File: src/rtl/dch_arb_pkg.sv
package dch_arb_pkg;

    typedef enum logic [1:0] {
        ST_FULL   = 2'd0,
        ST_LIMIT  = 2'd1,
        ST_EXPECT = 2'd2,
        ST_RECV   = 2'd3
    } arb_st_e;

    // per-line events produced by the framing detector
    typedef struct packed {
        logic start;
        logic fin;
        logic abort;
        logic data;
    } line_ev_t;

    localparam logic [7:0] FLAG_OCT = 8'h7E;

    function automatic logic [2:0] ones_next(input logic [2:0] c, input logic b);
        if (!b)           return 3'd0;
        else if (c == 3'd7) return 3'd7;
        else              return c + 3'd1;
    endfunction

endpackage

File: src/rtl/dch_line_det.sv
module dch_line_det
    import dch_arb_pkg::*;
(
    input  logic     clk,
    input  logic     rst,
    input  logic     vld,
    input  logic     bit_i,
    output line_ev_t ev
);
    logic [7:0] sh;
    logic [2:0] ones;
    logic [2:0] nb;
    logic       fopen;
    logic       infr;
    logic [7:0] nsh;
    logic       is_flag;
    logic       is_abort;

    always_comb begin
        nsh      = {sh[6:0], bit_i};
        is_flag  = vld && (nsh == FLAG_OCT);
        is_abort = vld && bit_i && (ones == 3'd6);
        ev.start = vld && fopen && (nb == 3'd7) && !is_flag && !is_abort;
        ev.fin   = is_flag && infr;
        ev.abort = is_abort && infr;
        ev.data  = vld && infr && !is_flag && !is_abort;
    end

    always_ff @(posedge clk) begin
        if (rst) begin
            sh    <= '0;
            ones  <= '0;
            nb    <= '0;
            fopen <= 1'b0;
            infr  <= 1'b0;
        end else if (vld) begin
            sh   <= nsh;
            ones <= ones_next(ones, bit_i);
            if (is_abort) begin
                fopen <= 1'b0;
                infr  <= 1'b0;
                nb    <= '0;
            end else if (is_flag) begin
                fopen <= 1'b1;
                infr  <= 1'b0;
                nb    <= '0;
            end else if (ev.start) begin
                fopen <= 1'b0;
                infr  <= 1'b1;
                nb    <= '0;
            end else if (fopen) begin
                nb <= nb + 3'd1;
            end
        end
    end
endmodule

File: src/rtl/dch_pick.sv
module dch_pick #(
    parameter int N = 4
) (
    input  logic [N-1:0] req,
    output logic [N-1:0] win
);
    // isolate lowest set bit: fixed priority, index 0 first
    always_comb win = req & (~req + N'(1));
endmodule

File: src/rtl/dch_arbiter.sv
module dch_arbiter
    import dch_arb_pkg::*;
#(
    parameter int N_LINES = 4,
    parameter int DFS_W   = 5,
    parameter int SUSP_W  = 3,
    parameter int WD_OCT  = 16,
    localparam int IDX_W  = (N_LINES > 1) ? $clog2(N_LINES) : 1
) (
    input  logic               clk,
    input  logic               rst,
    input  logic               tick,
    input  logic [N_LINES-1:0] ln_vld,
    input  logic [N_LINES-1:0] ln_bit,
    input  logic [DFS_W-1:0]   cfg_dfs,
    input  logic [SUSP_W-1:0]  cfg_susp,
    input  logic               cfg_bypass,
    input  logic [IDX_W-1:0]   cfg_line,
    output logic [N_LINES-1:0] avail,
    output logic [N_LINES-1:0] grant,
    output logic [1:0]         arb_state,
    output logic               up_bit,
    output logic               up_vld
);
    localparam int TMR_W  = DFS_W + 3;
    localparam int WD_LIM = WD_OCT * 8;
    localparam int WD_W   = $clog2(WD_LIM + 1);

    line_ev_t           ev [N_LINES];
    logic [N_LINES-1:0] st_v, fin_v, ab_v, dat_v;

    for (genvar i = 0; i < N_LINES; i++) begin : g_det
        dch_line_det u_det (
            .clk  (clk),
            .rst  (rst),
            .vld  (ln_vld[i]),
            .bit_i(ln_bit[i]),
            .ev   (ev[i])
        );
        assign st_v[i]  = ev[i].start;
        assign fin_v[i] = ev[i].fin;
        assign ab_v[i]  = ev[i].abort;
        assign dat_v[i] = ev[i].data;
    end

    arb_st_e            st;
    logic [N_LINES-1:0] last_oh;
    logic [IDX_W-1:0]   gidx;
    logic [SUSP_W-1:0]  cnt;
    logic [TMR_W-1:0]   tmr;
    logic [WD_W-1:0]    wd;

    logic [N_LINES-1:0] cand, win_oh;
    logic               g_end, g_data, to_limit, busy;
    logic [SUSP_W-1:0]  cnt_win;

    function automatic logic [IDX_W-1:0] idx_of(input logic [N_LINES-1:0] oh);
        logic [IDX_W-1:0] r;
        r = '0;
        for (int k = 0; k < N_LINES; k++)
            if (oh[k]) r = IDX_W'(k);
        return r;
    endfunction

    always_comb begin
        cand     = st_v & ((st == ST_LIMIT) ? ~last_oh : '1);
        g_end    = |((fin_v | ab_v) & grant);
        g_data   = |(dat_v & grant);
        to_limit = (cfg_dfs != '0) && (cnt > cfg_susp);
        cnt_win  = (win_oh == last_oh) ? ((cnt == '1) ? cnt : cnt + SUSP_W'(1))
                                       : SUSP_W'(1);
        busy     = (st == ST_EXPECT) || (st == ST_RECV);
    end

    dch_pick #(.N(N_LINES)) u_pick (
        .req(cand),
        .win(win_oh)
    );

    always_ff @(posedge clk) begin
        if (rst) begin
            st      <= ST_FULL;
            grant   <= '0;
            last_oh <= '0;
            gidx    <= '0;
            cnt     <= '0;
            tmr     <= '0;
            wd      <= '0;
        end else if (cfg_bypass) begin
            st    <= ST_FULL;
            grant <= '0;
            wd    <= '0;
        end else begin
            unique case (st)
                ST_FULL, ST_LIMIT: begin
                    if (cand != '0) begin
                        st      <= ST_EXPECT;
                        grant   <= win_oh;
                        gidx    <= idx_of(win_oh);
                        last_oh <= win_oh;
                        cnt     <= cnt_win;
                        wd      <= '0;
                    end else if (st == ST_LIMIT && tick) begin
                        if (tmr <= TMR_W'(1)) st <= ST_FULL;
                        else                  tmr <= tmr - TMR_W'(1);
                    end
                end
                ST_EXPECT, ST_RECV: begin
                    if (g_end) begin
                        grant <= '0;
                        if (to_limit) begin
                            st  <= ST_LIMIT;
                            tmr <= {cfg_dfs, 3'b000};
                            cnt <= '0;
                        end else begin
                            st <= ST_FULL;
                        end
                    end else if (st == ST_EXPECT) begin
                        if (g_data) begin
                            st <= ST_RECV;
                        end else if (tick) begin
                            if (wd == WD_W'(WD_LIM - 1)) begin
                                st    <= ST_FULL;
                                grant <= '0;
                            end else begin
                                wd <= wd + WD_W'(1);
                            end
                        end
                    end
                end
                default: st <= ST_FULL;
            endcase
        end
    end

    always_comb begin
        arb_state = st;
        if (cfg_bypass || st == ST_FULL) avail = '1;
        else if (st == ST_LIMIT)         avail = ~last_oh;
        else                             avail = grant;
        if (cfg_bypass) begin
            up_bit = ln_bit[cfg_line];
            up_vld = ln_vld[cfg_line];
        end else if (busy) begin
            up_bit = ln_bit[gidx];
            up_vld = ln_vld[gidx];
        end else begin
            up_bit = 1'b1;
            up_vld = 1'b0;
        end
    end
endmodule

File: config.mk
export PLATFORM = sky130hd
export DESIGN_NAME = dch_arbiter
export DESIGN_NICKNAME = d
export VERILOG_FILES = /design/src/rtl/dch_arb_pkg.sv /design/src/rtl/dch_line_det.sv /design/src/rtl/dch_pick.sv /design/src/rtl/dch_arbiter.sv
export SDC_FILE = /design/constraint.sdc
export NUM_CORES = 1
export LEC_CHECK = 0
export BUFFER_PORTS_ARGS = -buffer_cell sky130_fd_sc_hd__buf_2
export CAP_MARGIN = 20
export CORE_UTILIZATION = 52
export DETAILED_ROUTE_END_ITERATION = 6
export PLACE_DENSITY = 0.7
export SYNTH_ARGS = -nofsm -noshare
export SYNTH_HDL_FRONTEND = slang
export SYNTH_SLANG_ARGS = --single-unit
File: constraint.sdc
create_clock -name clk -period 3.68 [get_ports clk]
set_clock_uncertainty 0.2 [all_clocks]
set_input_delay 0.368 -clock clk [delete_from_list [all_inputs] [get_ports clk]]
set_output_delay 0.368 -clock clk [all_outputs]
set_load 0.02 [all_outputs]
==> reports/metrics.yaml <==
clocking:
  ctsResizeCount: 0
  cts_tree: "built"
  ctsHoldBuffers: 0
  htree_num_levels: 3
  clk_pin_slew_ns: 0.09
  cts_num_sinks: 91
  ctsLongestPathBuffers: 2
  post_cts_buffers: 0
  cts_buffers: 9
  clkLatencyLatePin_ns: 0.36
  cts_root_buf: "clkbuf_8"
power:
  leakagePower_uw: 0.00211
  ir_drop_v: 0.000255
  p_total_uw: 1800
  power.density_mw_per_mm2: 351
yosys:
  yosys_warnings: 0
  ys.flop_type: "dfxtp_1"
  ys_async_sr_fraction_pct: 0
  syn_area_mm2: 0.00469
  synth_cell_types: 68
  synth-seq-area-share_pct: 38.8
  syn_inst: 535
  ys_seq_elements: 91
  synth-edff-count: 0
  syn-num-nets: 581
  avgSynthCellArea_um2: 8.77
critical_path:
  setup.worst_path.end_class: "flip-flop"
  crit-reg2reg-launch: "g_det[3].u_det.ones[0]"
  cp-start-kind: "flip-flop"
  reg2reg_to: "wd[7]"
  r2r_slack_ns: 0.61
  reg2reg_depth: 10
  critical_path_required_ns: 3.77
  arrival_ns: 3.17
  worstSetupPathType: "reg -> reg"
  worst-path-max-fanout: 10
place:
  hpwl_um: 7470
  gp_congestion: 0.836
  portBuffers: 33
drt:
  antenna_left: 0
  routed_wl_um: 10200
  via_per_inst: 5.87
  remaining_drc_errors: 0
  first_pass_iters: 4
  drt_iter0_drc: 201
  wl_per_cell_um: 15.0
  vias: 3971
finish:
  n_antenna_cell: 0
  finalNetCount: 610
  final_common_cell: "dfxtp_1"
  synthToLayoutAreaGrowth_pct: 9.52
  drive_above_1_share_pct: 12.1
  layout_common_cells: "dfxtp_1 (91), nor2_1 (71), nand2_1 (54)"
floorplan:
  rows: 34
  core_region_area_mm2: 0.00872
  ios: 34
  dieWidth_um: 97.0
  die_h_um: 97.0
  dieArea_mm2: 0.00941
  start_util_pct: 53.8
min_path:
  worstHoldPathCells: 2
  hold_path.class: "in -> reg"
  min_from: "rst"
  min_to: "tmr[6]"
global_routing:
  grt_first_pass_wirelength_um: 17000
  grt_pass1_vias: 3682
  grt-ovfl-total: 0
  grt_max_degree: 55
  grt_usage_pct: 22.1
  grt_antenna_before_repair: 0
timing:
  min_period_over_period_pct: 83.5
  final-setup-viol-count: 0
  fmax_mhz: 325
  layout_min_cycle_time_ns: 3.07
  hold_viol_final: 0
  slew_headroom_pct: 50.0
  worst_pin_slew_ns: 0.744
  tns_ns: 0
  rsz0062_at_grt: "no"
  slew_violations: 0
job:
  maxCapViolCount: 0
status:
  outcome: "complete, no violations"
[area by class of cell]
type,count,area (um^2)
multi-input combinational,406,2710
fill,781,3580
tap,108,135
clock buffer,10,138
inverter,17,63.8
timing repair buffer,39,210
sequential,91,1820
clock inverter,5,62.6
[critical path, stage by stage (launching register included)]
cell      delay, ns
dfxtp_1        0.39
inv_1          0.06
ha_1           0.20
and4_1         0.24
a32o_1         0.28
a311oi_1       0.25
nand3_2        0.24
nor4_4         0.57
nand3_2        0.13
or3_1          0.32
a21oi_1        0.14
[cells by family after synthesis]
kind of cell    count (synthesis)  synth area share, %
flops                          91                 38.8
buf+inv                        38                 3.47
fa+ha+maj                      24                 6.40
mux                            34                 8.48
compound gates                 92                 13.3
xor+xnor                        9                 1.68
simple gates                  247                 27.9
[flip-flops by register name, summed over array words and instances (netlist names)]
register           flops
arb_state              2
cnt                    3
g_det.u_det.fopen      4
g_det.u_det.infr       4
g_det.u_det.nb        12
g_det.u_det.ones      12
g_det.u_det.sh        28
gidx                   2
grant                  4
last_oh                4
tmr                    8
wd                     8
[stage by stage]
| step | util (%) | instances | hold slack (ns) | area [um^2] | setup slack [ns] |
|---|---|---|---|---|---|
| finish | 58.9 | 676 | 0.0327 | 5140 | 0.606 |
| global route | 58.9 | 676 | 0.0274 | 5140 | 0.420 |
| floorplan | - | 535 | 0.221 | 4690 | 0.922 |
| detailed placement | 56.6 | 661 | 0.237 | 4940 | 0.444 |
| CTS | 58.9 | 676 | 0.0182 | 5140 | 0.615 |
| global placement | 56.6 | 661 | 0.233 | 4940 | 0.495 |
[worst max path at each step]
stage                           start    end
6_report       g_det[3].u_det.ones[0]  wd[7]
5_1_grt        g_det[3].u_det.ones[0]  wd[7]
4_1_cts        g_det[3].u_det.ones[0]  wd[7]
3_5_place_dp                ln_vld[1]  wd[7]
3_3_place_gp                ln_vld[1]  wd[7]
2_1_floorplan  g_det[3].u_det.ones[0]  wd[7]
[per-layer routing]
metal	global-route usage (%)	up-vias	wire length, um
li1	-	1999	-
met1	28.0	1871	4670
met2	37.8	88	4830
met3	3.32	13	496
met4	8.50	0	167
met5	0	-	0
[power breakdown]
| part | internal [uW] | leakage, uW | switching (uW) |
|---|---|---|---|
| sequential | 993 | 0.000735 | 7.24 |
| clock | 332 | 0.0000950 | 360 |
| combinational | 41.0 | 0.00128 | 68.9 |
| total | 1370 | 0.00211 | 436 |
[synth_stat cells, types with 3 or more instances]
| master | number | share of area, % |
|---|---|---|
| a21oi_1 | 32 | 3.4 |
| nand2b_1 | 15 | 2.0 |
| o21ai_0 | 7 | 0.75 |
| nand3_1 | 25 | 2.7 |
| a31oi_1 | 10 | 1.3 |
| ha_1 | 24 | 6.4 |
| and3_1 | 7 | 0.93 |
| xor2_1 | 6 | 1.1 |
| a311oi_1 | 3 | 0.56 |
| inv_1 | 16 | 1.3 |
| o21ai_1 | 3 | 0.32 |
| nor2_1 | 71 | 5.7 |
| a22o_1 | 6 | 1.1 |
| nor3b_1 | 9 | 1.4 |
| o31a_1 | 4 | 0.75 |
| clkbuf_1 | 15 | 1.2 |
| nand4_1 | 10 | 1.3 |
| dfxtp_1 | 91 | 39 |
| nor4b_1 | 3 | 0.56 |
| nand3b_1 | 3 | 0.48 |
| o31ai_1 | 3 | 0.48 |
| nor4_1 | 4 | 0.53 |
| mux2i_1 | 30 | 6.4 |
| nor2b_1 | 3 | 0.40 |
| xnor2_1 | 3 | 0.56 |
| nand2_1 | 54 | 4.3 |
| and4_1 | 4 | 0.75 |
| nor3_1 | 17 | 1.8 |
Power figures use the tool's default switching activity.
